$ cat src/rtl/pipe_stall_ctrl.sv
module pipe_stall_ctrl #(
  parameter int REG_W    = 5,
  parameter int ZERO_REG = 31
) (
  input  logic [REG_W-1:0] id_src_a,
  input  logic [REG_W-1:0] id_src_b,
  input  logic             id_reads_b,
  input  logic [REG_W-1:0] ex_dst,
  input  logic             ex_valid,
  input  logic             ex_writes,
  input  logic [REG_W-1:0] mem_dst,
  input  logic             mem_valid,
  input  logic             mem_writes,
  input  logic             br_in_id,
  input  logic             br_in_ex,
  input  logic             mem_br_taken,
  output logic [1:0]       if_mode,
  output logic [1:0]       id_mode,
  output logic [1:0]       ex_mode,
  output logic [1:0]       mem_mode,
  output logic [1:0]       wb_mode
);
  localparam logic [1:0] XFER = 2'b00;
  localparam logic [1:0] HOLD = 2'b01;
  localparam logic [1:0] BUBL = 2'b10;
  localparam logic [REG_W-1:0] ZR = REG_W'(ZERO_REG);

  logic ex_live, mem_live, hit_a, hit_b, interlock, br_wait;

  assign ex_live  = ex_valid & ex_writes;
  assign mem_live = mem_valid & mem_writes;

  assign hit_a = (id_src_a != ZR) &
                 ((ex_live & (ex_dst == id_src_a)) | (mem_live & (mem_dst == id_src_a)));
  assign hit_b = id_reads_b & (id_src_b != ZR) &
                 ((ex_live & (ex_dst == id_src_b)) | (mem_live & (mem_dst == id_src_b)));

  assign interlock = hit_a | hit_b;
  assign br_wait   = br_in_id | br_in_ex;

  always_comb begin
    if_mode = XFER;
    id_mode = XFER;
    ex_mode = XFER;
    if (mem_br_taken) begin
      id_mode = BUBL;
    end else if (interlock) begin
      if_mode = HOLD;
      id_mode = HOLD;
      ex_mode = BUBL;
    end else if (br_wait) begin
      if_mode = HOLD;
      id_mode = BUBL;
    end
  end

  assign mem_mode = XFER;
  assign wb_mode  = XFER;

  always_comb begin
    assert_taken_flush_R8: assert (!mem_br_taken || (id_mode == BUBL && if_mode == XFER && ex_mode == XFER))
      else $error("taken branch did not flush decode");
    assert_hold_chain_R2: assert (id_mode != HOLD || (if_mode == HOLD && ex_mode == BUBL))
      else $error("decode held without fetch hold and execute bubble");
    assert_zero_reg_R5: assert (!(id_src_a == ZR && (id_src_b == ZR || !id_reads_b) && !br_wait && !mem_br_taken)
                                || (if_mode == XFER && id_mode == XFER && ex_mode == XFER))
      else $error("zero register caused a stall");
    assert_no_dead_write_R6: assert (ex_live || mem_live || br_wait || mem_br_taken
                                     || (if_mode == XFER && id_mode == XFER && ex_mode == XFER))
      else $error("stall without any live writer or branch");
    assert_tail_flows_R11: assert (mem_mode == XFER && wb_mode == XFER)
      else $error("memory or write-back not transferring");
    assert_ex_never_held_R10: assert (ex_mode != HOLD)
      else $error("execute held");
  end
endmodule

$ cat config.mk
export PLATFORM = sky130hd
export DESIGN_NAME = pipe_stall_ctrl
export DESIGN_NICKNAME = d
export VERILOG_FILES = /design/src/rtl/pipe_stall_ctrl.sv
export SDC_FILE = /design/constraint.sdc
export NUM_CORES = 1
export LEC_CHECK = 0
export BUFFER_PORTS_ARGS = -buffer_cell sky130_fd_sc_hd__clkbuf_2
export CORE_AREA = 8 8 45 47
export DETAILED_ROUTE_END_ITERATION = 6
export DIE_AREA = 0 0 53 55
export GPL_ROUTABILITY_DRIVEN = 1
export GPL_TIMING_DRIVEN = 0
export MAX_ROUTING_LAYER = met4
export PLACE_DENSITY_LB_ADDON = 0.25
export REMOVE_ABC_BUFFERS = 1
export SYNTH_ARGS = -nofsm -noshare
export SYNTH_HDL_FRONTEND = slang
export SYNTH_SLANG_ARGS = --single-unit
$ cat constraint.sdc
create_clock -name vclk -period 1.35
set_input_delay 0.27 -clock vclk [all_inputs]
set_output_delay 0.27 -clock vclk [all_outputs]
set_load 0.005 [all_outputs]
---- Word level (Yosys, flattened, before mapping) ----
Index checks and enable logic that the tools add are counted.
cells by class
  add/subtract/negate cells ............... 0
  bitwise logic cells ..................... 13
  mux-type cells .......................... 8
  equal/unequal tests ..................... 6
  shift operators ......................... 0
  divide/modulo/power cells ............... 0
  order comparisons ....................... 0
  $mul .................................... 0
  reductions and logical operators ........ 0
operators by type and width
  operator                               number
  equality test 5 bit                    4
  2-to-1 mux 2 bit                       5
  != test 5 bit (second input constant)  2
  bitwise AND 1 bit                      9
  bitwise OR 1 bit                       4
  2-to-1 mux 1 bit                       3
storage, ports and cells
  bits in read-only memories .............. 0
  bits in latches ......................... 0
  flip-flop bits (word level) ............. 0
  memory bits (writable) .................. 0
  memories kept ........................... 0
  output and inout bits ................... 10

---- Longest topological paths before layout ----
Gate-level depths: netlist of run 1.
  depth after elaboration ................. 7
  depth in mapped cells ................... 6

---- Worst setup path before layout of run 1 ----
OpenSTA, ideal clock, no wires.
  path kind ............................... in2out
  from .................................... input mem_dst[0]
  to ...................................... output id_mode[0]
  arrival ................................. 1.077 ns
  path slack .............................. 0.003 ns
  stages .................................. 6
  buffers on the path ..................... 1
  path through ............................ xnor2_1 -> nand4_1 -> o22ai_1 -> a32oi_1 -> nor2_1 -> buf_4
between the ends
  longest elaborated chain between the ends .. 7
  elaborated cells on any way between the ends .. 11
  classes of those cells .................. eq/ne: 2; mux: 2; bitwise: 7
RTL lines
  element                                 line    text
  start, declared                         11      input logic [REG_W-1:0] mem_dst,
  equality test 5 bit (on tied branches)  34, 36
  bitwise AND 1 bit (on tied branches)    34, 36
  bitwise OR 1 bit (on tied branches)     34, 36
  bitwise AND 1 bit (on tied branches)    33, 35
  bitwise OR 1 bit (*)                    38      assign interlock = hit_a | hit_b;
  2-to-1 mux 2 bit (*)                    47      end else if (interlock) begin
  2-to-1 mux 2 bit (*)                    45      if (mem_br_taken) begin
  end, declared                           18      output logic [1:0] id_mode,
Every way passes the cells marked *; elsewhere a longest branch is shown, timed or not.

---- Worst setup path in the final report of run 1 ----
  from .................................... input id_src_b[0]
  to ...................................... output if_mode[0]
between the ends
  longest elaborated chain between the ends .. 7
  elaborated cells on any way between the ends .. 11
  classes of those cells .................. eq/ne: 3; mux: 2; bitwise: 6
RTL lines
  element                line  text
  start, declared        6     input logic [REG_W-1:0] id_src_b,
  equality test 5 bit    36    ((ex_live & (ex_dst == id_src_b)) | (mem_live & (mem_dst == id_src_b)));
  bitwise AND 1 bit      36
  bitwise OR 1 bit       36
  bitwise AND 1 bit (*)  35    assign hit_b = id_reads_b & (id_src_b != ZR) &
  bitwise OR 1 bit (*)   38
  2-to-1 mux 1 bit (*)   47
  2-to-1 mux 1 bit (*)   45
  end, declared          17    output logic [1:0] if_mode,
Marks and branches as above.

==> results.cfg, run 1 <==
[placement]
gp_congestion = 0.811
port-buffer-count = 32

[floorplanning]
die_height_um = 55
core_um2 = 1380
die_area_um2 = 2920
initial_utilization_pct = 25.0
die_x_um = 53
row_count = 14
io_pins = 38

[cells_and_area]
layout-drive-gt1-share_pct = 52.6
number_of_inserted_filler_cells_in_the_final_layout = 153
flow.area_growth_from_synthesis_pct = 78.0
layout.cells.most_common = clkbuf_2
layout.cells.most_common_list = clkbuf_2, xnor2_1, nand3_1, xnor2_2, conb_1
layout.nets = 108
antenna_fix_cells = 0
final_util_pct = 44.6
combined_area_of_the_multi_input_logic_cells_um2 = 372
clockBufferCount = 0
numSequentialCells = 0
register_area_um2 = 0

[sta]
setup_repair_after_global_routing_missed_its_margin = yes
finalCritPeriodShare_pct = 113
postLayoutSetupSlackWorst_ns = -0.173
timing.final.hold_violations = 0
finalMaxSlewViolations = 0
report.final.setup_viol = 4
final_critical_path_time_including_i_o_delays_and_setup_ns = 1.52
max_clock_freq_ghz = 0.656

[clock_network]
postCtsHoldBufs = 0

[global_routing]
globalRouteOverflowTotal = 0
use_met3_pct = 1.07
global_route_wire_length_before_repair_mm = 1.84
initial_antenna_violation_count = 0
globalRouteTotalUtil_pct = 7.98
grt_start_max_net_pins = 4
gr-usage-met2_pct = 15.4
globalRoute.busiestLayer = met2
met1_usage_pct = 8.93
first_global_vias = 431

[pwr]
static-leakage-power_nw = 0.284
peakVddDrop_mv = 0.109
report.power.total_w = 0.000184
powerDensity_nw_per_um2 = 298

[outcome]
violations = setup timing
run_status = finished with violations

[critical_path]
worstSetupStartpointType = input pin
path_max_fanout = 3
cp_data_arrival_time_ns = 1.25
worst-setup-path-type = input pin to output port
critical_path_sink_type = output port
cp_data_required_time_ns = 1.08

[min_path]
min_path_cells = 3
worst_hold_path_type = input pin to output port

[yosys]
netlist-cell-type-count = 12
synth.cell_area_um2 = 347
synthesis.instances = 48
synthesized_area_per_cell_um2 = 7.22
yosys_warnings = 0
synth.yosys.seq_area_share_pct = 0

[routing]
drt-initial-drc-count = 4
detail_route.drc_violations = 0
vias = 414
ant_nets = 0
finalWirelength_mm = 1.16
drt_first_pass_iters = 3
routed_via_density = 4.40
route.detailed.wl_per_inst_um = 12.4

[job]
drv.max_cap_violation_count = 0
[per-layer routing]
layer	vias up	wire length (um)
li1	216	-
met1	183	408
met2	15	662
met3	0	90
met4	0	0
met5	-	0
[power by group]
group / internal [W] / switching [W]
Combinational: 0.000111 / 0.0000735
Clock: 0 / 0
Sequential: 0 / 0
Total: 0.000111 / 0.0000735
[logic make-up (layout without fill, tap and decap cells)]
family	after synthesis	count (layout)	share of synthesized area (%)
xor+xnor	20	20	50.5
compound gates	5	5	9.75
other cells	1	6	1.08
buf+inv	7	32	15.2
simple gates	15	15	23.5
[cell type report]
cell class | instances | area share [%]
Multi-Input combinational cell | 46 | 60.2
Tap cell | 16 | 3.25
Timing Repair Buffer | 32 | 36.5
[per-stage QoR]
step                setup TNS [ns]  area [um2]  instances  setup WS (ns)  hold slack (ns)
finish                      -0.661         617         94         -0.173            0.797
global placement            -0.731         493         94         -0.201            0.782
floorplan                        0         313         46         0.0947            0.568
CTS                         -0.619         558         94         -0.161            0.787
detailed placement          -0.765         493         94         -0.208            0.786
global route                 -1.04         617         94         -0.278            0.813
[worst paths after layout]
path | startpoint | to | slack, ns
setup / recovery | id_src_b[0] | if_mode[0] | -0.17
hold / removal | mem_br_taken | if_mode[0] | 0.80
[worst max-delay path, stage by stage]
cell      delay [ns]
clkbuf_8        0.12
xnor2_2         0.11
nand4_1         0.11
o22ai_1         0.21
a32oi_2         0.15
a21oi_1         0.15
buf_2           0.13
[Yosys cell counts]
master	number	area share, %
a21o_1	1	2.2
a21oi_1	1	1.4
a32oi_1	1	2.5
and3_1	2	3.6
buf_4	7	15
conb_1	1	1.1
nand3_1	6	8.7
nand4_1	4	7.2
nor2_1	2	2.2
o22ai_1	2	3.6
or2_2	1	1.8
xnor2_1	20	51
[repair_timing]
item / 4_1_cts / 5_1_grt
pin swaps: 11 / 9
resized for setup: 8 / 21
buffers inserted: 0 / 0
setup endpoints to repair: 4 / 4
Power figures use the tool's default switching activity.
==> run 2: changes to the inputs <==
--- a/config.mk
+++ b/config.mk
@@ -6,9 +6,9 @@
 export NUM_CORES = 1
 export LEC_CHECK = 0
 export BUFFER_PORTS_ARGS = -buffer_cell sky130_fd_sc_hd__clkbuf_2
-export CORE_AREA = 8 8 45 47
+export CORE_AREA = 4 4 41 43
 export DETAILED_ROUTE_END_ITERATION = 6
-export DIE_AREA = 0 0 53 55
+export DIE_AREA = 0 0 45 47
 export GPL_ROUTABILITY_DRIVEN = 1
 export GPL_TIMING_DRIVEN = 0
 export MAX_ROUTING_LAYER = met4
==> run 2 against run 1 <==
Compared with the run above: the run still ends with setup timing left; final area rose by 0.81%; sequential share of layout area did not move; global-route usage rose by 2.1 points; routed wire length rose by 0.26%; via count rose by 6.3%; critical path depth did not move; hold slack improved by 0.016 ns; die area fell by 27%; flip-flop and latch count did not move; maximum frequency fell by 3.0%; combinational power rose by 4%; largest cell class unchanged; largest power group unchanged.
==> results.cfg, run 2 (synthesis gave the netlist of run 1 again) <==
[outcome]
run_status = finished with violations
violations = setup timing

[critical_path]
worst-setup-path-type = input pin to output port
critical_path.cell_chain = buf_8 > xnor2_2 > nand4_1 > o22ai_1 > a32oi_2 > a21oi_1 > buf_2
path_max_fanout = 3
crit_path_max_incr_delay_ns = 0.21
critical_path_sink_type = output port
cp_data_arrival_time_ns = 1.30
cp_data_required_time_ns = 1.08
worstSetupStartpointType = input pin
crit_path_top_delay_cell = o22ai_1

[sta]
finalCritPeriodShare_pct = 116
finalMaxSlewViolations = 0
setup_repair_after_global_routing_missed_its_margin = yes
final_critical_path_time_including_i_o_delays_and_setup_ns = 1.57
max_clock_freq_ghz = 0.637
postLayoutSetupSlackWorst_ns = -0.220
report.final.setup_viol = 4
timing.final.hold_violations = 0

[routing]
route.detailed.wl_per_inst_um = 12.5
detail_route.drc_violations = 0
drt-initial-drc-count = 6
vias = 440
ant_nets = 0
routed_via_density = 4.73
drt_first_pass_iters = 4
finalWirelength_mm = 1.17

[min_path]
worst_hold_startpoint = mem_br_taken
min_path_cells = 3
worst_hold_path_type = input pin to output port
hold_path_end = if_mode[0]

[global_routing]
global_route_wire_length_before_repair_mm = 1.61
globalRouteOverflowTotal = 0
first_global_vias = 385
grt_start_max_net_pins = 4
globalRouteTotalUtil_pct = 10.1
initial_antenna_violation_count = 0

[cells_and_area]
final_util_pct = 47.8
layout-drive-gt1-share_pct = 57.7
layout.cells.most_common_list = clkbuf_2, xnor2_1, xnor2_2
clockBufferCount = 0
layout.nets = 108
layout.cells.most_common = clkbuf_2
flow.area_growth_from_synthesis_pct = 79.4
instances_no_fill = 93
numSequentialCells = 0
antenna_fix_cells = 0
number_of_inserted_filler_cells_in_the_final_layout = 138
register_area_um2 = 0
combined_area_of_the_multi_input_logic_cells_um2 = 397

[pwr]
power.combinational.fraction_pct = 100.0
static-leakage-power_nw = 0.294
powerDensity_nw_per_um2 = 307
pwr-share-clk_pct = 0
power.share.sequential_pct = 0
peakVddDrop_mv = 0.127
internal-power_w = 0.000111
sw_frac_of_total_pct = 41.9
netSwitchingPower_w = 0.0000800

[floorplanning]
die_x_um = 45
initial_utilization_pct = 26.6
row_count = 13
io_pins = 38
die_height_um = 47
core_um2 = 1300
die_area_um2 = 2120

[placement]
gp_congestion = 0.709
dp_hpwl_um = 948
dpl.cell_count = 93
port-buffer-count = 32

[job]
drv.max_cap_violation_count = 0

[clock_network]
postCtsHoldBufs = 0
## run 2: final cells by class
cell class / count / area share (%)
Tap cell: 15 / 3.02
Timing Repair Buffer: 32 / 33.2
Multi-Input combinational cell: 46 / 63.8
## run 2: metal layers
| layer | up-vias | share of wire (%) | global-route usage, % |
|---|---|---|---|
| met1 | 198 | 38 | 12.0 |
| met5 | - | 0 | - |
| li1 | 221 | - | - |
| met4 | 0 | 0.86 | 0 |
| met2 | 19 | 55 | 19.8 |
| met3 | 2 | 6.2 | 0.383 |
## run 2: how the worst max path moves through the flow
stage	startpoint	end	slack (ns)
2_1_floorplan	mem_dst[0]	id_mode[1]	0.09
3_3_place_gp	id_src_b[4]	id_mode[1]	-0.22
3_5_place_dp	id_src_b[4]	id_mode[1]	-0.22
4_1_cts	mem_dst[3]	ex_mode[1]	-0.19
5_1_grt	id_src_a[3]	if_mode[0]	-0.30
6_report	id_src_b[3]	if_mode[0]	-0.22
## run 2: repair_timing
action	CTS	global route
buffers inserted	0	0
gates resized for setup	6	23
endpoints found under the setup margin	4	4
pin swaps	7	12
## run 2: through the flow
stage / setup WS (ns) / hold slack (ns) / power, W / cell area [um2] / setup TNS (ns)
2_1_floorplan: 0.0947 / 0.568 / 0.0000723 / 313 / 0
3_3_place_gp: -0.220 / 0.781 / 0.000145 / 492 / -0.803
3_5_place_dp: -0.222 / 0.790 / 0.000146 / 492 / -0.856
4_1_cts: -0.188 / 0.792 / 0.000160 / 541 / -0.727
5_1_grt: -0.295 / 0.821 / 0.000207 / 622 / -1.12
6_report: -0.220 / 0.813 / 0.000191 / 622 / -0.809
## run 2: critical path, delay by kind of cell
kind	cells	cell delay (ns)
AOI/OAI and AO/OA	3	0.53
xor gates and xnor gates	1	0.15
and+or+nand+nor	1	0.12
buffers and inverters	2	0.24
## run 2: power by group through the flow
| stage | registers, W | logic [W] | clock network [W] |
|---|---|---|---|
| 4_1_cts | 0 | 0.000160 | 0 |
| 6_report | 0 | 0.000191 | 0 |
| 2_1_floorplan | 0 | 0.0000723 | 0 |
| 5_1_grt | 0 | 0.000207 | 0 |
| 3_5_place_dp | 0 | 0.000146 | 0 |
| 3_3_place_gp | 0 | 0.000145 | 0 |
